File: src/rtl/sched_pkg.sv
package sched_pkg;

  typedef enum logic {
    JOB_F = 1'b0,
    JOB_W = 1'b1
  } job_e;

  // Distance a - b between two wrapping tag counters of width w.
  function automatic int unsigned tag_gap(input logic [15:0] a,
                                          input logic [15:0] b,
                                          input int unsigned w);
    logic [15:0] mask;
    logic [15:0] diff;
    mask = (16'd1 << w) - 16'd1;
    diff = (a - b) & mask;
    return int'(diff);
  endfunction

  function automatic job_e other_job(input job_e j);
    return (j == JOB_F) ? JOB_W : JOB_F;
  endfunction

endpackage

File: src/rtl/xform_track.sv
module xform_track
  import sched_pkg::*;
#(
  parameter int TAG_W = 4
) (
  input  logic             clk,
  input  logic             rst_n,
  input  logic             f_fin,
  input  logic             xf_done,
  output logic             xf_start,
  output logic [TAG_W-1:0] xf_tag,
  output logic [TAG_W-1:0] x_done_cnt
);
  localparam logic [TAG_W-1:0] ONE = 1;

  logic [TAG_W-1:0] f_fin_cnt;
  logic [TAG_W-1:0] x_start_cnt;
  logic             busy;

  wire go_x   = !busy && (f_fin_cnt != x_start_cnt);
  wire x_end  = busy && xf_done;

  always_ff @(posedge clk or negedge rst_n) begin
    if (!rst_n) begin
      f_fin_cnt   <= '0;
      x_start_cnt <= '0;
      x_done_cnt  <= '0;
      busy        <= 1'b0;
      xf_start    <= 1'b0;
      xf_tag      <= '0;
    end else begin
      xf_start <= 1'b0;
      if (f_fin) f_fin_cnt <= f_fin_cnt + ONE;
      if (go_x) begin
        busy        <= 1'b1;
        xf_start    <= 1'b1;
        xf_tag      <= x_start_cnt;
        x_start_cnt <= x_start_cnt + ONE;
      end
      if (x_end) begin
        busy       <= 1'b0;
        x_done_cnt <= x_done_cnt + ONE;
      end
    end
  end


  xf_single_chk: assert property (@(posedge clk) disable iff (!rst_n)
    tag_gap(16'(x_start_cnt), 16'(x_done_cnt), TAG_W) <= 1);


  xf_after_f_chk: assert property (@(posedge clk) disable iff (!rst_n)
    xf_start |-> tag_gap(16'(f_fin_cnt), 16'(xf_tag), TAG_W) != 0);


  xf_no_restart_chk: assert property (@(posedge clk) disable iff (!rst_n)
    x_end |=> !xf_start);

endmodule

File: src/rtl/shared_slot_seq.sv
module shared_slot_seq
  import sched_pkg::*;
#(
  parameter int TAG_W = 4
) (
  input  logic             clk,
  input  logic             rst_n,
  input  logic             frame_avail,
  input  logic             eos,
  input  logic             sp_done,
  input  logic [TAG_W-1:0] x_done_cnt,
  output logic             sp_start,
  output logic             sp_sel,
  output logic [TAG_W-1:0] sp_tag,
  output logic             f_fin,
  output logic             out_ready,
  output logic [TAG_W-1:0] out_tag
);
  localparam logic [TAG_W-1:0] ONE = 1;

  job_e             slot;
  logic             busy;
  logic             eos_q;
  logic [TAG_W-1:0] f_cnt;
  logic [TAG_W-1:0] w_cnt;
  logic [TAG_W-1:0] job_tag;

  // Named internal events
  wire [31:0] pend    = tag_gap(16'(f_cnt), 16'(w_cnt), TAG_W);
  wire        w_owed  = eos_q ? (pend != 0) : (pend >= 2);
  wire        x_ready = (x_done_cnt != w_cnt);
  wire        go_f    = !busy && (slot == JOB_F) && frame_avail && !eos_q;
  wire        go_w    = !busy && (slot == JOB_W) && w_owed && x_ready;
  wire        skip    = !busy && (((slot == JOB_W) && !w_owed) ||
                                  ((slot == JOB_F) && eos_q && (pend != 0)));
  wire        job_end = busy && sp_done;

  always_ff @(posedge clk or negedge rst_n) begin
    if (!rst_n) begin
      slot      <= JOB_F;
      busy      <= 1'b0;
      eos_q     <= 1'b0;
      f_cnt     <= '0;
      w_cnt     <= '0;
      job_tag   <= '0;
      sp_start  <= 1'b0;
      sp_sel    <= 1'b0;
      sp_tag    <= '0;
      f_fin     <= 1'b0;
      out_ready <= 1'b0;
      out_tag   <= '0;
    end else begin
      sp_start  <= 1'b0;
      f_fin     <= 1'b0;
      out_ready <= 1'b0;
      if (eos) eos_q <= 1'b1;
      if (go_f) begin
        busy     <= 1'b1;
        sp_start <= 1'b1;
        sp_sel   <= JOB_F;
        sp_tag   <= f_cnt;
        job_tag  <= f_cnt;
        f_cnt    <= f_cnt + ONE;
      end else if (go_w) begin
        busy     <= 1'b1;
        sp_start <= 1'b1;
        sp_sel   <= JOB_W;
        sp_tag   <= w_cnt;
        job_tag  <= w_cnt;
        w_cnt    <= w_cnt + ONE;
      end else if (skip) begin
        slot <= other_job(slot);
      end
      if (job_end) begin
        busy <= 1'b0;
        slot <= other_job(slot);
        if (slot == JOB_F) begin
          f_fin <= 1'b1;
        end else begin
          out_ready <= 1'b1;
          out_tag   <= job_tag;
        end
      end
    end
  end


  excl_chk: assert property (@(posedge clk) disable iff (!rst_n)
    (busy && !sp_done) |=> !sp_start);


  f_needs_frame_chk: assert property (@(posedge clk) disable iff (!rst_n)
    (sp_start && (sp_sel == JOB_F)) |-> $past(frame_avail));


  w_after_xf_chk: assert property (@(posedge clk) disable iff (!rst_n)
    (sp_start && (sp_sel == JOB_W)) |-> tag_gap(16'(x_done_cnt), 16'(sp_tag), TAG_W) != 0);


  out_pulse_chk: assert property (@(posedge clk) disable iff (!rst_n)
    out_ready |=> !out_ready);

endmodule

File: src/rtl/stage_sched.sv
module stage_sched
  import sched_pkg::*;
#(
  parameter int TAG_W = 4
) (
  input  logic             clk,
  input  logic             rst_n,
  input  logic             frame_avail,
  input  logic             end_of_stream,
  output logic             sp_start,
  output logic             sp_sel,
  output logic [TAG_W-1:0] sp_tag,
  input  logic             sp_done,
  output logic             xf_start,
  output logic [TAG_W-1:0] xf_tag,
  input  logic             xf_done,
  output logic             out_ready,
  output logic [TAG_W-1:0] out_tag
);
  logic             f_fin;
  logic [TAG_W-1:0] x_done_cnt;

  shared_slot_seq #(.TAG_W(TAG_W)) u_seq (
    .clk        (clk),
    .rst_n      (rst_n),
    .frame_avail(frame_avail),
    .eos        (end_of_stream),
    .sp_done    (sp_done),
    .x_done_cnt (x_done_cnt),
    .sp_start   (sp_start),
    .sp_sel     (sp_sel),
    .sp_tag     (sp_tag),
    .f_fin      (f_fin),
    .out_ready  (out_ready),
    .out_tag    (out_tag)
  );

  xform_track #(.TAG_W(TAG_W)) u_xf (
    .clk       (clk),
    .rst_n     (rst_n),
    .f_fin     (f_fin),
    .xf_done   (xf_done),
    .xf_start  (xf_start),
    .xf_tag    (xf_tag),
    .x_done_cnt(x_done_cnt)
  );


  reset_quiet_chk: assert property (@(posedge clk)
    !rst_n |=> (!sp_start && !xf_start && !out_ready) || rst_n);

endmodule

File: config.mk
export PLATFORM = sky130hd
export DESIGN_NAME = stage_sched
export DESIGN_NICKNAME = d
export VERILOG_FILES = /design/src/rtl/sched_pkg.sv /design/src/rtl/xform_track.sv /design/src/rtl/shared_slot_seq.sv /design/src/rtl/stage_sched.sv
export SDC_FILE = /design/constraint.sdc
export NUM_CORES = 1
export LEC_CHECK = 0
export ABC_AREA = 1
export BUFFER_PORTS_ARGS = -buffer_cell sky130_fd_sc_hd__buf_2
export CAP_MARGIN = 5
export CORE_ASPECT_RATIO = 1.5
export CORE_MARGIN = 5
export CORE_UTILIZATION = 61
export DETAILED_ROUTE_END_ITERATION = 6
export HOLD_SLACK_MARGIN = 0.1
export PLACE_DENSITY_LB_ADDON = 0.08
export SLEW_MARGIN = 20
export SYNTH_ARGS = -nofsm -noshare
export SYNTH_HDL_FRONTEND = slang
export SYNTH_SLANG_ARGS = --single-unit
File: constraint.sdc
create_clock -name clk -period 3.05 [get_ports clk]
set_input_delay 0.1525 -clock clk [delete_from_list [all_inputs] [get_ports clk]]
set_output_delay 0.1525 -clock clk [all_outputs]
set_load 0.02 [all_outputs]
# Word level (Yosys, flattened, before mapping)
# Cells that the tools add are included.
[totals]
reg_bits = 41
wordCells = 76
[op_classes]
addsub = 6
n_lt_le_gt_ge = 1
n_eq_ne = 4
mux = 20
n_bitwise = 2
reduce_logical = 26
[ops]
columns = ["op", "count"]
rows = [
  ["$reduce_bool 32->1", 1],
  ["$add 4x1->4 const B", 5],
  ["$mux 1", 18],
  ["$logic_and 1x1->1", 13],
  ["$mux 4", 2],
  ["$ne 4x4->1", 2],
  ["$reduce_bool 2->1", 3],
  ["$ge 4x2->1 const B", 1],
  ["$logic_not 1->1", 4],
  ["$ne 2x2->1 const B", 2],
  ["$reduce_and 2->1", 2],
  ["$sub 4x4->4", 1],
  ["$reduce_and 3->1", 1],
  ["$reduce_bool 3->1", 1],
  ["$not 1->1", 2],
  ["$logic_or 1x1->1", 1],
]

# Logic depth before layout (Yosys ltp)
# Gate-level depths: netlist of the first run.
[logic_depth]
ltp_word = 11
ltp_mapped = 13

# Cells and area by module
# Synthesis of the first run repeated with hierarchy kept, for this count alone.
[hier_totals]
hier_cells = 229
hier_area_um2 = 2080.7
[modules_own_cells]
columns = ["module", "instances", "cells_each", "area_per_inst_um2", "seq_area_each_um2"]
rows = [
  ["shared_slot_seq", 1, 138, 1243.7, 575.6],
  ["xform_track", 1, 91, 837.1, 450.4],
]

# Least setup slack after synthesis of the first run
# OpenSTA, ideal clock, no wires.
[synth_timing]
path_type = "register to register"
startpoint = "register u_seq.w_cnt[0]"
endpoint = "register u_seq.busy"
setup_time_ns = 0.116
arrival_time_ns = 1.809
required_ns = 2.934
path_slack_ns = 1.125
stages_incl_launch_ff = 9
n_path_buf = 0
period_less_slack_ns = 1.925
cell_sequence = "dfrtp_1 > ha_1 > fa_1 > o21a_1 > nand4_4 > nand2_4 > nand2_4 > o21ai_2 > inv_1"
[synth_between]
elab_chain_cells = 6
word_cells_on_any_way = 8
[synth_rtl]
columns = ["item", "line_no", "rtl"]
rows = [
  ["start, declared", "shared_slot_seq.sv:25", "logic [TAG_W-1:0] w_cnt;"],
  ["start signal, assigned", "shared_slot_seq.sv:70", "w_cnt <= w_cnt + ONE;"],
  ["$sub 4x4->4", "sched_pkg.sv:15", "diff = (a - b) & mask;"],
  ["$ge 4x2->1 / $reduce_bool 32->1 (equally long branches)", "shared_slot_seq.sv:30", "wire w_owed = eos_q ? (pend != 0) : (pend >= 2);"],
  ["$mux 1", "shared_slot_seq.sv:30", ""],
  ["$logic_and 1x1->1", "shared_slot_seq.sv:33", "wire go_w = !busy && (slot == JOB_W) && w_owed && x_ready;"],
  ["$logic_and 1x1->1 *", "shared_slot_seq.sv:33", ""],
  ["$reduce_bool 3->1 (no line) *", "--", ""],
  ["end signal, assigned", "shared_slot_seq.sv:41", "busy <= 1'b0;"],
  ["end signal, assigned", "shared_slot_seq.sv:58", "busy <= 1'b1;"],
  ["end signal, assigned", "shared_slot_seq.sv:65", "busy <= 1'b1;"],
  ["end, declared", "shared_slot_seq.sv:22", "logic busy;"],
]
# Mark *: on every way between the ends. The rest lies on a longest branch, timed or not.
# A chain may end at the register's enable or synchronous reset.

# Final worst setup path of the first run
# Same ends and word-level chain as after synthesis.

==> results of run 1 <==
power groups by stage:
stage                     Clock [uW]  Sequential (uW)  Combinational [uW]
after global routing             450             1030                1310
after floorplan                    0             1070                 769
after global placement             0              998                1090
final                            417              998                1170
after CTS                        423              999                1180
after detailed placement           0             1010                1160
worst min-delay path, cell delays in order:
cell,delay [ps]
buf_2,70
nand2_1,110
nor2_1,110
sequential cells by signal, summed over array words and instances (netlist names):
| name | cells |
|---|---|
| u_xf.x_done_cnt | 4 |
| u_seq.slot | 1 |
| u_seq.sp_sel | 1 |
| u_seq.out_tag | 4 |
| u_seq.busy | 1 |
| u_xf.x_start_cnt | 4 |
| u_seq.sp_tag | 4 |
| u_xf.xf_start | 1 |
| u_seq.f_cnt | 4 |
| u_xf.busy | 1 |
| u_xf.xf_tag | 4 |
| u_seq.eos_q | 1 |
| u_seq.sp_start | 1 |
| u_seq.w_cnt | 4 |
| u_xf.f_fin_cnt | 4 |
| u_seq.out_ready | 1 |
| u_seq.f_fin | 1 |
cell families after synthesis:
family	after synthesis	synth area share (%)
AOI/OAI and AO/OA	19	6.496
xor gates and xnor gates	22	9.903
buffers and inverters	25	4.823
DFF	41	52.73
muxes	2	1.157
adders and majority gates	9	6.174
and+or+nand+nor	76	18.71
final cells by class:
cell class	count	share of cell area, %
Clock buffer	5	3.080
Sequential cell	41	45.91
Inverter	25	4.199
Multi-Input combinational cell	128	36.95
Clock inverter	2	1.568
Tap cell	40	2.240
Timing Repair Buffer	24	6.047
worst min-delay path by stage:
stage	start	end	cells past startpoint
final	sp_done	u_seq.f_fin	3
after global routing	sp_done	u_seq.f_fin	3
after CTS	sp_done	u_seq.f_fin	3
after detailed placement	rst_n	u_xf.xf_tag[1]	1
after global placement	rst_n	u_xf.xf_tag[1]	1
after floorplan	rst_n	u_seq.busy	0
placed cells by master (no fill, tap or decap), types with 2 or more instances in the layout:
cell / instances
dfrtp_1: 41
o21ai_1: 2
nand4_1: 4
xor2_1: 11
nand3_1: 11
nand2_4: 2
mux2_2: 2
xnor2_1: 11
clkbuf_8: 5
inv_1: 24
dlygate4sd3_1: 3
nand2_2: 2
nor2_1: 13
a31oi_1: 2
ha_1: 8
a21oi_1: 3
o21ai_0: 6
buf_2: 21
nand2_1: 40
o221ai_1: 2
layer usage:
| layer | vias up | share of wire [%] |
|---|---|---|
| met5 | - | 0 |
| met4 | 0 | 3.0 |
| met3 | 10 | 4.0 |
| met2 | 37 | 57 |
| met1 | 680 | 36 |
| li1 | 688 | - |
per-stage QoR:
stage	total power [uW]	hold WS (ps)	instance area [um^2]	worst slack, ps	utilization (%)
2_1_floorplan	1835	-143.1	1946	1125	-
3_3_place_gp	2090	308.4	2101	1055	67.16
3_5_place_dp	2164	321.1	2101	992.0	67.16
4_1_cts	2607	189.1	2235	945.2	71.44
5_1_grt	2794	212.5	2235	821.7	71.44
6_report	2590	197.5	2235	944.5	71.44
==> metrics, run 1 <==
area leader, netlist dfrtp_1; Slowest cell on crit path fa_1; Least-Margin Pin Slew 889.2 ps; Layout Skew 4.493 ps; fmax 475.0 MHz; Critical Path End Type register; die area 4442 um^2; R2R Setup Slk 940 ps; Area Overhead vs Synth 14.86%; first-pass GRT wire length 7024 um; LEAKAGE 0.001152 uW; Post-synth ARST share 100.0%; io pins 22; endpoints failing setup 0; P_int 1464 uW; area of the multi-input gates 825.8 um^2; Post-DRT Antenna Nets 0; relative slew slack 40.72%; WL/cell 15.17 um; CP Launch Type register; crit-path most repeated cell nand2_4; Initial DRC Count 38; FF+latch count, synth 41; fin cells 265; post-CTS sizing 0; final setup TNS 0 ps; Cell Area, Synth 1946 um^2; dpl hpwl 2984 um; layout cells sized above 1 18.67%; post-layout min period 2105 ps; Crit Path Class register to register; CTS sink count 41; Fin. Hold Viols 0; Crit path depth 8; Post-synth EDFFs 0; GRT Residual Overflow 0; gpl congestion 0.9602; gr busiest metal met2; Clk pwr share 16.1%; Global Route Usage Sum 20.70%; area share of the leading cell type in the synthesized netlist 52.73%; # rows 25; cell count after synthesis 194; Final period util 69.03%; Post-CTS Setup Inserts 0; met3 Usage GRT 3.902%; CTS Buf Count 5; final WL 4020 um; vias post-DR 1,415; Cell variety after synth 27; Initial Util 62.20%; Synth area leaders dfrtp_1 53%, nand2_1 7.7%, ha_1 5.1%; most instantiated cells after synthesis 41 x dfrtp_1, 40 x nand2_1, 24 x inv_1; PD cells 1159 nW/um^2; I/O Buffers 21; vias per cell 5.340; CP Max Fanout 10; crit-path cells ha_1 -> fa_1 -> o21a_1 -> nand4_4 -> nand2_4 -> nand2_4 -> o21ai_2 -> inv_1; nets 240; ANT cells 0; Filler cells 243; clock latency on the worst-skew pair 290 ps; Avg Inst Size Synth 10.03 um^2; antenna violations before repair 0; WP data arrival 2290 ps; Critical R2R Launch u_seq.w_cnt[0]; Reg clk slew, reported paths 80 ps; Synth Flop Type dfrtp_1; VDD IR max 0.8071 mV; crit path launch u_seq.w_cnt[0]; Req. time, crit path 3230 ps; largest net degree at the start of global routing 42; Net Sw Power 1126 uW; CP top delay family adder cells; Die Ht 79.17 um; Sequential Power Share 38.5%; met2 GRT Util 38.99%; combinational power share 45.4%; RSZ-0062 raised after global routing false; maximum clock insertion buffer count 2; register area 1026 um^2; die width 56.11 um; Pre-antenna DRT Iters 4; Critical Path Sink u_seq.busy; Synth Warn # 0; count leader, synth dfrtp_1; post-synth net total 209; sw frac 43.46%; status finished, final reports clean; CP bufs+invs 1; CTS tree yes; Hold Path Class primary input to register; final number of max-transition violations 0; Placed Cells 255; H-tree depth 2; vias in the first global route 1,515; Reg2Reg Depth 8; grt met1 use 21.77%; placeable core area 3128 um^2; R2R Path End u_seq.busy; max cap viols 0; root buf cell clkbuf_8; residual DRC count 0; cts hold-fix bufs 3; Seq/Total Area, Yosys 52.73%; Crit path largest cell delay 530 ps
Power figures use the tool's default switching activity.
==> run 2: changes to the inputs <==
Settings changed: CORE_UTILIZATION 61 to 52.
Clock period 3.05 ns to 1.85 ns, I/O delays scaled along.
==> metrics, run 2 (synthesis results as in run 1) <==
Req. time, crit path 2040 ps; fmax 528.4 MHz; relative slew slack 66.10%; CP bufs+invs 2; Critical Path Sink u_seq.busy; Slowest cell on crit path dfrtp_1; Die Ht 84.92 um; root buf cell clkbuf_8; Placed Cells 268; final number of max-transition violations 0; die area 5090 um^2; CTS sink count 41; commonest cells after routing, fill and taps aside 41 x dfrtp_1, 39 x nand2_1, 23 x inv_1; Initial Util 53.33%; PD cells 1871 nW/um^2; crit path launch u_seq.w_cnt[0]; largest net degree at the start of global routing 42; layout cells sized above 1 26.14%; ANT cells 0; Post-DRT Antenna Nets 0; vias in the first global route 1,436; R2R Path End u_seq.busy; commonest non-fill, non-tap cell in the layout dfrtp_1; nets 255; P_int 2528 uW; Pre-antenna DRT Iters 4; GRT Residual Overflow 0; # rows 27; residual DRC count 0; CP Max Fanout 9; WP data arrival 2080 ps; gpl congestion 0.8750; antenna violations before repair 0; Reg2Reg Depth 9; max cap viols 0; vias post-DR 1,430; LEAKAGE 0.001230 uW; Initial DRC Count 64; R2R Setup Slk -40 ps; status finished with violations; Critical R2R Launch u_seq.w_cnt[0]; Global Route Usage Sum 17.38%; die width 59.95 um; Crit path largest cell delay 410 ps; RSZ-0062 raised after global routing true; combinational power share 50.8%; WL/cell 13.92 um; sw frac 42.92%; pre-CTS setup slack -32.57 ps; Clk pwr share 12.8%; CP Launch Type register; H-tree depth 2; CTS Buf Count 5; first-pass GRT wire length 6651 um; clock latency on the worst-skew pair 290 ps; fin cells 284; Final period util 102.3%; failing checks setup timing; Area Overhead vs Synth 21.67%; crit-path cells ha_4 -> fa_1 -> xnor2_2 -> inv_1 -> nand4_4 -> nand2_4 -> nand2_4 -> o21ai_2 -> inv_1; I/O Buffers 21; dpl hpwl 2946 um; vias per cell 5.035; fin worst setup slack -42.68 ps; Hold Path Class primary input to register; Layout Skew 3.287 ps; final WL 3952 um; Net Sw Power 1901 uW; CP top delay family adder cells; Reg clk slew, reported paths 80 ps; post-layout min period 1893 ps; maximum clock insertion buffer count 2; Fin. Hold Viols 0; io pins 22; Worst Hold Launch sp_done; placeable core area 3649 um^2; Critical Path End Type register; VDD IR max 1.113 mV; Least-Margin Pin Slew 508.4 ps; Crit Path Class register to register; Sequential Power Share 36.4%; CTS tree yes; Crit path depth 9; endpoints failing setup 6
[run 2: layout make-up]
type                            count  area [um^2]
Fill cell                         318         1281
Tap cell                           43        53.80
Inverter                           25        93.84
Sequential cell                    41         1026
Multi-Input combinational cell    128        859.6
Timing Repair Buffer               39        251.5
Clock buffer                        6        72.57
Clock inverter                      2        10.01
[run 2: what timing repair did]
item,in CTS,in global routing
endpoints found under the hold margin,44,0
buffers inserted,2,3
resized for setup,3,4
pin swaps,0,1
hold buffers,3,0
endpoints found under the setup margin,4,11
[run 2: routing by layer]
metal | global-route usage [%] | up-vias | share of wire (%)
li1 | - | 715 | -
met1 | 19.88 | 681 | 41
met2 | 30.41 | 25 | 54
met3 | 4.110 | 9 | 3.4
met4 | 6.250 | 0 | 1.9
met5 | 0 | - | 0
[run 2: power by group through the flow]
stage	Sequential, uW	Clock (uW)	Combinational [uW]
6_report	1610	566	2250
2_1_floorplan	1760	0	1270
5_1_grt	1660	628	2490
3_3_place_gp	1610	0	1950
3_5_place_dp	1630	0	2020
4_1_cts	1620	579	2120
[run 2: worst min path at each step]
stage / end / slack (ps) / depth (start not counted)
after global routing: u_seq.f_fin / 170 / 3
final: u_seq.busy / 140 / 4
after detailed placement: u_xf.xf_tag[2] / 190 / 2
after CTS: u_seq.busy / 130 / 4
after floorplan: u_seq.busy / -200 / 0
after global placement: u_xf.xf_tag[1] / 180 / 2
[run 2: per-stage QoR]
stage | TNS [ps] | utilization [%] | hold slack, ps | power, uW | cell area [um^2]
floorplan | 0 | - | -203.1 | 3028 | 1948
global placement | 0 | 59.81 | 176.0 | 3569 | 2182
detailed placement | -58.29 | 59.81 | 186.2 | 3645 | 2182
CTS | -47.72 | 63.68 | 133.2 | 4317 | 2323
global route | -1178 | 64.88 | 165.5 | 4776 | 2367
finish | -159.3 | 64.88 | 141.7 | 4429 | 2367
[run 2: worst register-to-register path: cells and delay by family, from the launching register on]
| kind | cells | cell delay (ps) |
|---|---|---|
| xor gates and xnor gates | 1 | 160 |
| and+or+nand+nor | 3 | 370 |
| AOI/OAI and AO/OA | 1 | 100 |
| buffers and inverters | 2 | 160 |
| DFF | 1 | 410 |
| adders and majority gates | 2 | 580 |
==> run 3: changes to the inputs <==
Settings changed: CELL_PAD_IN_SITES_DETAIL_PLACEMENT set to 0, CELL_PAD_IN_SITES_GLOBAL_PLACEMENT set to 1, CORE_UTILIZATION 52 to 40, CTS_BUF_LIST set to sky130_fd_sc_hd__clkbuf_16.
==> metrics, run 3 (synthesis results as in run 1) <==
fin area 2424 um^2; Placed Cells 288; Fin. Hold Viols 0; RSZ-0062 raised after global routing true; die width 66.95 um; Layout Skew 5.901 ps; Global Route Usage Sum 13.96%; maximum clock insertion buffer count 2; final WL 4065 um; PD cells 1887 nW/um^2; endpoints failing setup 6; Crit Path Class register to register; WL/cell 13.46 um; final number of max-transition violations 0; Final period util 103.1%; Pre-antenna DRT Iters 4; Placed Area 2188 um^2; H-tree depth 2; Post-DRT Antenna Nets 0; # rows 31; Slowest cell on crit path fa_1; first-pass GRT wire length 6589 um; max cap viols 0; Filler cells 468; Initial Util 40.78%; layout cells sized above 1 24.58%; crit-path most repeated cell inv_1; vias in the first global route 1,439; vias per cell 4.616; CTS sink count 41; Die Ht 95.42 um; CP Launch Type register; placeable core area 4771 um^2; Reg clk slew, reported paths 60 ps; CTS tree yes; Area Overhead vs Synth 24.57%; nets 250; Least-Margin Pin Slew 520.9 ps; ANT cells 0; io pins 22; Critical Path End Type register; fin worst setup slack -56.75 ps; pre-CTS setup slack -32.95 ps; clock latency on the worst-skew pair 280 ps; Initial DRC Count 58; I/O Buffers 21; relative slew slack 65.27%; vias post-DR 1,394; fmax 524.5 MHz; CTS Buf Count 5; commonest non-fill, non-tap cell in the layout dfrtp_1; VDD IR max 0.8695 mV; die area 6388 um^2; WP data arrival 2080 ps; Crit path largest cell delay 410 ps; status finished with violations; R2R Setup Slk -60 ps; Reg2Reg Depth 10; largest net degree at the start of global routing 42; root buf cell clkbuf_16; gpl congestion 0.8473; LEAKAGE 0.001229 uW; commonest cells after routing, fill and taps aside 41 x dfrtp_1, 39 x nand2_1, 23 x inv_1; Worst Hold Depth 3; GRT Residual Overflow 0; CP Max Fanout 6; antenna violations before repair 0; Req. time, crit path 2020 ps; crit-path cells inv_2 -> ha_4 -> fa_1 -> xnor2_2 -> inv_1 -> nand4_4 -> nand2_8 -> nand2_4 -> o21ai_2 -> inv_1; residual DRC count 0; post-layout min period 1907 ps; failing checks setup timing; dpl hpwl 3068 um; fin cells 302; Hold Path Class primary input to register
## run 3: area by class of cell
cell class              count  area [um^2]  share of cell area [%]
flip-flops and latches     41         1026                   42.33
multi-input cells         129        875.8                   36.14
repair buffers             33        202.7                   8.363
clock buffers               5        125.1                   5.163
inverters                  25        93.84                   3.872
well taps                  66        82.58                   3.407
clock inverters             3        17.52                  0.7228
## run 3: layer usage
layer	vias to the layer above	GRT usage (%)	routed length, um	part of all wire (%)
met5	-	0	0	0
met2	19	25.33	2211	54
met4	0	6.599	74	1.8
met3	6	3.184	108	2.7
met1	664	14.96	1671	41
li1	705	-	-	-
## run 3: where the power goes
group          internal (uW)  total [uW]  switching (uW)
sequential              1280        1620             338
combinational            872        2120            1250
clock                    494         834             340
total                   2650        4570            1930
## run 3: worst paths after layout
path                             startpoint                to
max reg2reg                  u_seq.f_cnt[0]        u_seq.busy
min reg2reg                u_seq.out_tag[3]  u_seq.out_tag[3]
max                          u_seq.f_cnt[0]        u_seq.busy
max in group asynchronous             rst_n    u_seq.sp_start
min                                 sp_done       u_seq.f_fin
min in group asynchronous             rst_n    u_xf.xf_tag[1]
## run 3: stage by stage
step           hold WS [ps]  TNS [ps]  power [uW]  util [%]
6_report              163.4    -185.6        4573     50.80
5_1_grt               188.0     -1080        4945     50.80
4_1_cts               161.7    -48.53        4488     49.70
3_5_place_dp          195.9    -52.05        3613     45.87
3_3_place_gp          181.0         0        3559     45.87
2_1_floorplan        -203.1         0        3028         -
## run 3: repair_timing
item | in CTS | in global routing
hold endpoints to repair | 44 | 0
hold buffers | 3 | 0
pin swaps | 0 | 2
cloned | 0 | 1
resized for setup | 2 | 4
setup endpoints to repair | 4 | 12
setup buffers | 0 | 2
## run 3: worst max-delay path: cells and delay by family, from the launching register on
family          cells  cell delay [ps]
simple gates        3              390
compound gates      1              110
buf+inv             3              210
fa+ha+maj           2              570
flops               1              360
xor+xnor            1              160
